--- src/rtl/sfd_pkg.sv ---
// Shared widths and types for the serial flash frame decoder.
// Assumes a fixed 8-bit opcode followed by a 24-bit address field.
package sfd_pkg;
    localparam int OP_W    = 8;
    localparam int RSV_W   = 5;
    localparam int PAGE_W  = 10;
    localparam int OFS_W   = 9;
    localparam int ADDR_W  = RSV_W + PAGE_W + OFS_W;
    localparam int FRAME_W = OP_W + ADDR_W;
    localparam int KEEP_W  = PAGE_W + OFS_W;   // address bits that matter
    localparam int BLK_LOG = 3;                // pages per erase block = 2**BLK_LOG

    typedef enum logic [2:0] {
        K_NONE    = 3'd0,
        K_PG_ERS  = 3'd1,
        K_BLK_ERS = 3'd2,
        K_PROG    = 3'd3,
        K_XFER    = 3'd4,
        K_CMP     = 3'd5,
        K_REWR    = 3'd6
    } cmd_kind_e;

    typedef enum logic [2:0] {
        RD_NONE  = 3'd0,
        RD_ARRAY = 3'd1,
        RD_PAGE  = 3'd2,
        RD_BUF1  = 3'd3,
        RD_BUF2  = 3'd4,
        RD_STAT  = 3'd5
    } rd_kind_e;

    typedef struct packed {
        logic      legal;
        logic      is_array;
        logic      is_read;
        cmd_kind_e kind;
        logic      buf_sel;
        logic      use_ofs;
        logic      blk;
        rd_kind_e  rkind;
    } op_info_t;
endpackage

--- src/rtl/sfd_sync.sv ---
// Multi-stage synchroniser for a bundle of asynchronous inputs.
// Assumes each bit is independent (no bus coherency needed).
module sfd_sync #(
    parameter int           W       = 1,
    parameter int           STAGES  = 2,
    parameter logic [W-1:0] RST_VAL = '0
) (
    input  logic         clk,
    input  logic         rst_n,
    input  logic [W-1:0] d,
    output logic [W-1:0] q
);
    logic [W-1:0] stg [STAGES];

    for (genvar g = 0; g < STAGES; g++) begin : g_stage
        if (g == 0) begin : g_first
            // First stage captures the raw pins.
            always_ff @(posedge clk) begin
                if (!rst_n) stg[g] <= RST_VAL;
                else        stg[g] <= d;
            end
        end else begin : g_next
            // Later stages settle metastability.
            always_ff @(posedge clk) begin
                if (!rst_n) stg[g] <= RST_VAL;
                else        stg[g] <= stg[g-1];
            end
        end
    end

    assign q = stg[STAGES-1];
endmodule

--- src/rtl/sfd_shifter.sv ---
// Collects the opcode byte and the meaningful address bits of a frame.
// Reserved bits fall off the top of the address register naturally;
// bits after the last frame bit are ignored by a saturating counter.
module sfd_shifter
    import sfd_pkg::*;
(
    input  logic              clk,
    input  logic              rst_n,
    input  logic              frame_start,
    input  logic              cs_active,
    input  logic              sck_rise,
    input  logic              sdi,
    output logic [OP_W-1:0]   opcode,
    output logic [KEEP_W-1:0] addr,
    output logic              op_ready,
    output logic              frame_full
);
    localparam int CNT_W = $clog2(FRAME_W + 1);

    logic [CNT_W-1:0] cnt;

    // Bit counter and shift registers, cleared at each frame start.
    always_ff @(posedge clk) begin
        if (!rst_n) begin
            cnt    <= '0;
            opcode <= '0;
            addr   <= '0;
        end else if (frame_start) begin
            cnt    <= '0;
            opcode <= '0;
            addr   <= '0;
        end else if (cs_active && sck_rise && (cnt < CNT_W'(FRAME_W))) begin
            cnt <= cnt + 1'b1;
            if (cnt < CNT_W'(OP_W)) opcode <= {opcode[OP_W-2:0], sdi};
            else                    addr   <= {addr[KEEP_W-2:0], sdi};
        end
    end

    assign op_ready   = (cnt >= CNT_W'(OP_W));
    assign frame_full = (cnt == CNT_W'(FRAME_W));
endmodule

--- src/rtl/sfd_opdecode.sv ---
// Pure lookup from opcode to command attributes.
// Assumes nothing about timing; the caller qualifies the result.
module sfd_opdecode
    import sfd_pkg::*;
(
    input  logic [OP_W-1:0] opcode,
    output op_info_t        info
);
    // Classify the opcode into array command, read, or unknown.
    always_comb begin
        info          = '0;
        info.kind     = K_NONE;
        info.rkind    = RD_NONE;
        info.legal    = 1'b1;
        info.is_array = 1'b1;
        unique case (opcode)
            8'h81: info.kind = K_PG_ERS;
            8'h50: begin info.kind = K_BLK_ERS; info.blk = 1'b1; end
            8'h82: begin info.kind = K_PROG; info.use_ofs = 1'b1; end
            8'h85: begin info.kind = K_PROG; info.use_ofs = 1'b1; info.buf_sel = 1'b1; end
            8'h53: info.kind = K_XFER;
            8'h55: begin info.kind = K_XFER; info.buf_sel = 1'b1; end
            8'h60: info.kind = K_CMP;
            8'h61: begin info.kind = K_CMP; info.buf_sel = 1'b1; end
            8'h58: info.kind = K_REWR;
            8'h59: begin info.kind = K_REWR; info.buf_sel = 1'b1; end
            8'h68, 8'hE8: begin info.is_array = 1'b0; info.is_read = 1'b1; info.rkind = RD_ARRAY; end
            8'h52, 8'hD2: begin info.is_array = 1'b0; info.is_read = 1'b1; info.rkind = RD_PAGE; end
            8'h54, 8'hD4: begin info.is_array = 1'b0; info.is_read = 1'b1; info.rkind = RD_BUF1; end
            8'h56, 8'hD6: begin info.is_array = 1'b0; info.is_read = 1'b1; info.rkind = RD_BUF2; end
            8'h57, 8'hD7: begin info.is_array = 1'b0; info.is_read = 1'b1; info.rkind = RD_STAT; end
            default: begin info.is_array = 1'b0; info.legal = 1'b0; end
        endcase
    end
endmodule

--- src/rtl/sflash_frame_decoder.sv ---
// Serial flash command frame decoder, top level.
// Oversamples the serial pins in the system clock domain, so clk must run
// well above twice the serial clock. Commits array commands on the rising
// edge of chip select; flags reads and unknown opcodes during the frame.
module sflash_frame_decoder
    import sfd_pkg::*;
#(
    parameter int SYNC_STAGES = 2
) (
    input  logic              clk,
    input  logic              rst_n,
    input  logic              spi_sck,
    input  logic              spi_cs_n,
    input  logic              spi_mosi,
    output logic              cmd_valid,
    output logic [2:0]        cmd_kind,
    output logic              cmd_buf,
    output logic [PAGE_W-1:0] cmd_page,
    output logic [OFS_W-1:0]  cmd_offset,
    output logic              read_mode,
    output logic [2:0]        read_kind,
    output logic              read_spi_mode,
    output logic              illegal_op
);
    logic              s_sck, s_cs_n, s_mosi;
    logic              sck_q, cs_q;
    logic              sck_rise, cs_rise, cs_fall;
    logic [OP_W-1:0]   opcode;
    logic [KEEP_W-1:0] addr;
    logic              op_ready, frame_full;
    op_info_t          info;
    logic              commit, read_now;
    logic [PAGE_W-1:0] page_sel;

    sfd_sync #(.W(3), .STAGES(SYNC_STAGES), .RST_VAL(3'b010)) u_sync (
        .clk   (clk),
        .rst_n (rst_n),
        .d     ({spi_sck, spi_cs_n, spi_mosi}),
        .q     ({s_sck, s_cs_n, s_mosi})
    );

    // Previous synchronised levels for edge detection.
    always_ff @(posedge clk) begin
        if (!rst_n) begin
            sck_q <= 1'b0;
            cs_q  <= 1'b1;
        end else begin
            sck_q <= s_sck;
            cs_q  <= s_cs_n;
        end
    end

    assign sck_rise = s_sck & ~sck_q;
    assign cs_rise  = s_cs_n & ~cs_q;
    assign cs_fall  = ~s_cs_n & cs_q;

    sfd_shifter u_shift (
        .clk         (clk),
        .rst_n       (rst_n),
        .frame_start (cs_fall),
        .cs_active   (~s_cs_n),
        .sck_rise    (sck_rise),
        .sdi         (s_mosi),
        .opcode      (opcode),
        .addr        (addr),
        .op_ready    (op_ready),
        .frame_full  (frame_full)
    );

    sfd_opdecode u_dec (
        .opcode (opcode),
        .info   (info)
    );

    assign commit   = cs_rise & frame_full & info.is_array;
    assign read_now = ~s_cs_n & op_ready & info.is_read;
    assign page_sel = info.blk
                    ? {addr[KEEP_W-1 -: PAGE_W-BLK_LOG], {BLK_LOG{1'b0}}}
                    : addr[KEEP_W-1 -: PAGE_W];

    // Command strobe and its fields, loaded only when a frame commits.
    always_ff @(posedge clk) begin
        if (!rst_n) begin
            cmd_valid  <= 1'b0;
            cmd_kind   <= 3'd0;
            cmd_buf    <= 1'b0;
            cmd_page   <= '0;
            cmd_offset <= '0;
        end else begin
            cmd_valid <= commit;
            if (commit) begin
                cmd_kind   <= info.kind;
                cmd_buf    <= info.buf_sel;
                cmd_page   <= page_sel;
                cmd_offset <= info.use_ofs ? addr[OFS_W-1:0] : '0;
            end
        end
    end

    // Read-mode flags follow the open frame's opcode.
    always_ff @(posedge clk) begin
        if (!rst_n) begin
            read_mode     <= 1'b0;
            read_kind     <= 3'd0;
            read_spi_mode <= 1'b0;
        end else begin
            read_mode     <= read_now;
            read_kind     <= read_now ? info.rkind : RD_NONE;
            read_spi_mode <= read_now & opcode[OP_W-1];
        end
    end

    // Sticky unknown-opcode flag, cleared when a new frame opens.
    always_ff @(posedge clk) begin
        if (!rst_n)                        illegal_op <= 1'b0;
        else if (cs_fall)                  illegal_op <= 1'b0;
        else if (op_ready && !info.legal)  illegal_op <= 1'b1;
    end
endmodule

--- config.mk ---
export PLATFORM = sky130hd
export DESIGN_NAME = sflash_frame_decoder
export DESIGN_NICKNAME = d
export VERILOG_FILES = /design/src/rtl/sfd_pkg.sv /design/src/rtl/sfd_sync.sv /design/src/rtl/sfd_shifter.sv /design/src/rtl/sfd_opdecode.sv /design/src/rtl/sflash_frame_decoder.sv
export SDC_FILE = /design/constraint.sdc
export NUM_CORES = 1
export LEC_CHECK = 0
export BUFFER_PORTS_ARGS = -buffer_cell sky130_fd_sc_hd__buf_2
export CORE_ASPECT_RATIO = 2
export CORE_MARGIN = 2
export CORE_UTILIZATION = 42
export DETAILED_ROUTE_END_ITERATION = 8
export PLACE_DENSITY = 0.67
export SLEW_MARGIN = 20
export SYNTH_ARGS = -nofsm -noshare
export SYNTH_HDL_FRONTEND = slang
export SYNTH_SLANG_ARGS = --single-unit
export TNS_END_PERCENT = 20
--- constraint.sdc ---
create_clock -name clk -period 2.05 [get_ports clk]
set_input_delay 0.3075 -clock clk [delete_from_list [all_inputs] [get_ports clk]]
set_output_delay 0.3075 -clock clk [all_outputs]
set_load 0.01 [all_outputs]
==> metrics <==
Final Util 51.46%; Hold WS 0.1621 ns; worst path bufs/invs 1; crit-path leading delay family simple AND/OR/NAND/NOR gates; Die Width 62.86 um; post-synthesis mux area share 7.567%; fin nets 384; Distinct cells, synth 47; number of gates resized after cts 0; FF+latch count, synth 71; clock-pin transition on the worst setup and hold timing paths 0.05 ns; asr flop ratio synth 0%; Clk network pwr share 50.7%; vias in the first global route 2,235; postcts setup bufs 0; EDFF count, synth 0; fraction of layout cells with a size suffix above 1 20.00%; XOR/XNOR share of the synthesized area 1.505%; main flop type after synthesis dfxtp_1; sequential-to-total area share from yosys stat 48.84%; CP startpoint kind register; P_leak 0.001399 uW; status complete, no violations; post-route ant nets 0; CTS Hold Buffers Added 0; worst r2r path cells 6; sw frac 19.13%; syn_nets 344; fraction of the mapped netlist area in adder cells 0.8598%; Worst Setup End Kind register; WL per Instance 12.25 um; # DRC 0; main combinational cell family by area after synthesis simple AND/OR/NAND/NOR gates; placed cells 456; commonest non-fill, non-tap cells in the layout 93 x nand2_1, 71 x dfxtp_1, 34 x buf_2, 31 x a21oi_1, 22 x mux2i_1; Max-slew headroom 55.34%; max-slew violations 0; post-DP HPWL 4070 um; Worst VDD drop 0.6444 mV; Initial Utilization 42.59%; Max Freq 517.5 MHz; GR Util All Layers 16.46%; clk buf depth 2; combinational power share 1.5%; Worst Hold End u_sync.stg[0][1]; clock root buffer clkbuf_16; Slew @ Worst Pin 0.6698 ns; flop-to-flop setup slack 0.12 ns; largest net degree at the start of global routing 42; DR iter-0 viols 90; setup violators final 0; fill count 648; grt ovf 0; HP Class in -> reg; RSZ-0062 raised after global routing no; die area 7651 sq um; vias 2,413; Crit-path slowest cell or4b_4; initial antenna violation count 0; worst reg2reg path endpoint cmd_page[5]; CTS tree yes; Power Total 2911 uW; Post-Syn Area 2910 sq um; fin cells 470; Final Hold Violating Endpoints 0; Syn Inst Count 337; Mapped Avg Cell Area 8.636 sq um; Max FO, Critical Path 8; Syn. warnings 0; Cell Int Power 2354 uW; WP data arrival 2.19 ns; Setup Total Neg Slack 0 ns; hold path depth 2; Flop pwr share 47.8%; WP data required 2.31 ns; Max Cap Violations 0; PD cells 828.0 nW/um^2; max incr delay on CP 0.59 ns; First-pass DRT Iterations 4; core area 6833 sq um; Num CTS Buffers 9; post-synthesis compound-gate area fraction 11.18%; WL final 5756 um; H-tree levels 3; Synth Area in Simple Gates 25.41%; IO buf count 34; DR vias/cell 5.134; GP Congestion 0.8690; worst-skew pair later-pin latency 0.33 ns; HP Start spi_cs_n; Tcrit/Tclk final 94.26%; Clock Skew 0.005197 ns; row cnt 43; Layout area overhead 20.81%; most common cell after layout, fill and taps aside nand2_1; global-route wire length before repair 9894 um; CP Class reg -> reg; DIE HEIGHT 121.7 um; Critical Path, Cell by Cell or4b_4, a211o_1, nand2_2, o21a_1, buf_12, mux2i_1; Reg-to-Reg Start u_shift.opcode[6]; Switch Pwr 556.9 uW; I/O Pins 35; clk sinks 71; # diodes 0; min cycle time layout 1.932 ns
[layout make-up]
class,instances,area (sq um),share of cell area [%]
sequential,71,1421,40.43
multi-input combinational,239,1358,38.61
timing repair buffer,50,315.3,8.968
clock buffer,10,239.0,6.797
tap,90,112.6,3.203
clock inverter,4,47.55,1.352
inverter,6,22.52,0.6406
[cells in the mapped netlist (2+ instances only)]
cell type | instances | area share [%]
a211o_1 | 2 | 0.60
a21bo_2 | 2 | 0.69
a21oi_1 | 31 | 5.3
and2_1 | 6 | 1.3
buf_2 | 5 | 0.86
clkbuf_1 | 13 | 1.7
dfxtp_1 | 71 | 49
ha_1 | 2 | 0.86
inv_1 | 6 | 0.77
mux2i_1 | 22 | 7.6
nand2_1 | 93 | 12
nand2b_1 | 5 | 1.1
nand3_1 | 16 | 2.8
nand4_1 | 2 | 0.43
nor2_1 | 16 | 2.1
nor2b_1 | 2 | 0.43
nor3_1 | 6 | 1.0
o2111ai_1 | 2 | 0.60
o21ai_0 | 2 | 0.34
o21ai_1 | 2 | 0.34
o31ai_1 | 2 | 0.52
xnor2_1 | 2 | 0.60
xor2_1 | 3 | 0.90
[state kept, by name, summed over array words and instances, names as in the netlist]
register        flops
u_shift.addr       19
cmd_kind            3
cmd_buf             1
cmd_valid           1
u_sync.stg          6
sck_q               1
illegal_op          1
read_spi_mode       1
cs_q                1
cmd_offset          9
read_kind           3
read_mode           1
u_shift.opcode      8
cmd_page           10
u_shift.cnt         6
[through the flow]
step                      worst slack (ns)  instance area, sq um
after global placement              0.1873                  3229
final                               0.1177                  3516
after floorplan                     0.2093                  2910
after detailed placement            0.1099                  3229
after global routing             0.0002842                  3516
after CTS                          0.09579                  3516
[worst max-delay path by stage]
stage	startpoint	to	slack, ns	cells after the start
floorplan	u_shift.opcode[5]	cmd_kind[0]	0.21	6
global placement	u_shift.opcode[6]	cmd_page[5]	0.19	6
detailed placement	u_shift.opcode[6]	cmd_page[3]	0.11	6
CTS	u_shift.opcode[6]	cmd_page[3]	0.1	6
global route	u_shift.opcode[2]	cmd_offset[7]	0.0003	6
finish	u_shift.opcode[6]	cmd_page[5]	0.12	6
[power groups by stage]
stage	clock network (uW)	logic [uW]	registers [uW]
after floorplan	0	30.9	1420
after global placement	0	42.2	1420
after detailed placement	0	44.0	1420
after CTS	1510	44.1	1390
after global routing	1590	49.7	1390
final	1480	43.4	1390
[kinds of logic after synthesis]
family          after synthesis
xor+xnor                      5
compound gates               51
buf+inv                      27
flops                        71
fa+ha+maj                     2
mux                          22
simple gates                159
[layer usage]
metal	share of wire, %	wire, um	GRT usage, %
met1	43	2477	18.41
met2	50	2869	26.99
met3	5.3	305	6.464
met4	1.8	104	8.194
met5	0	0	0
No activity file was read; power rests on OpenSTA's default activity.
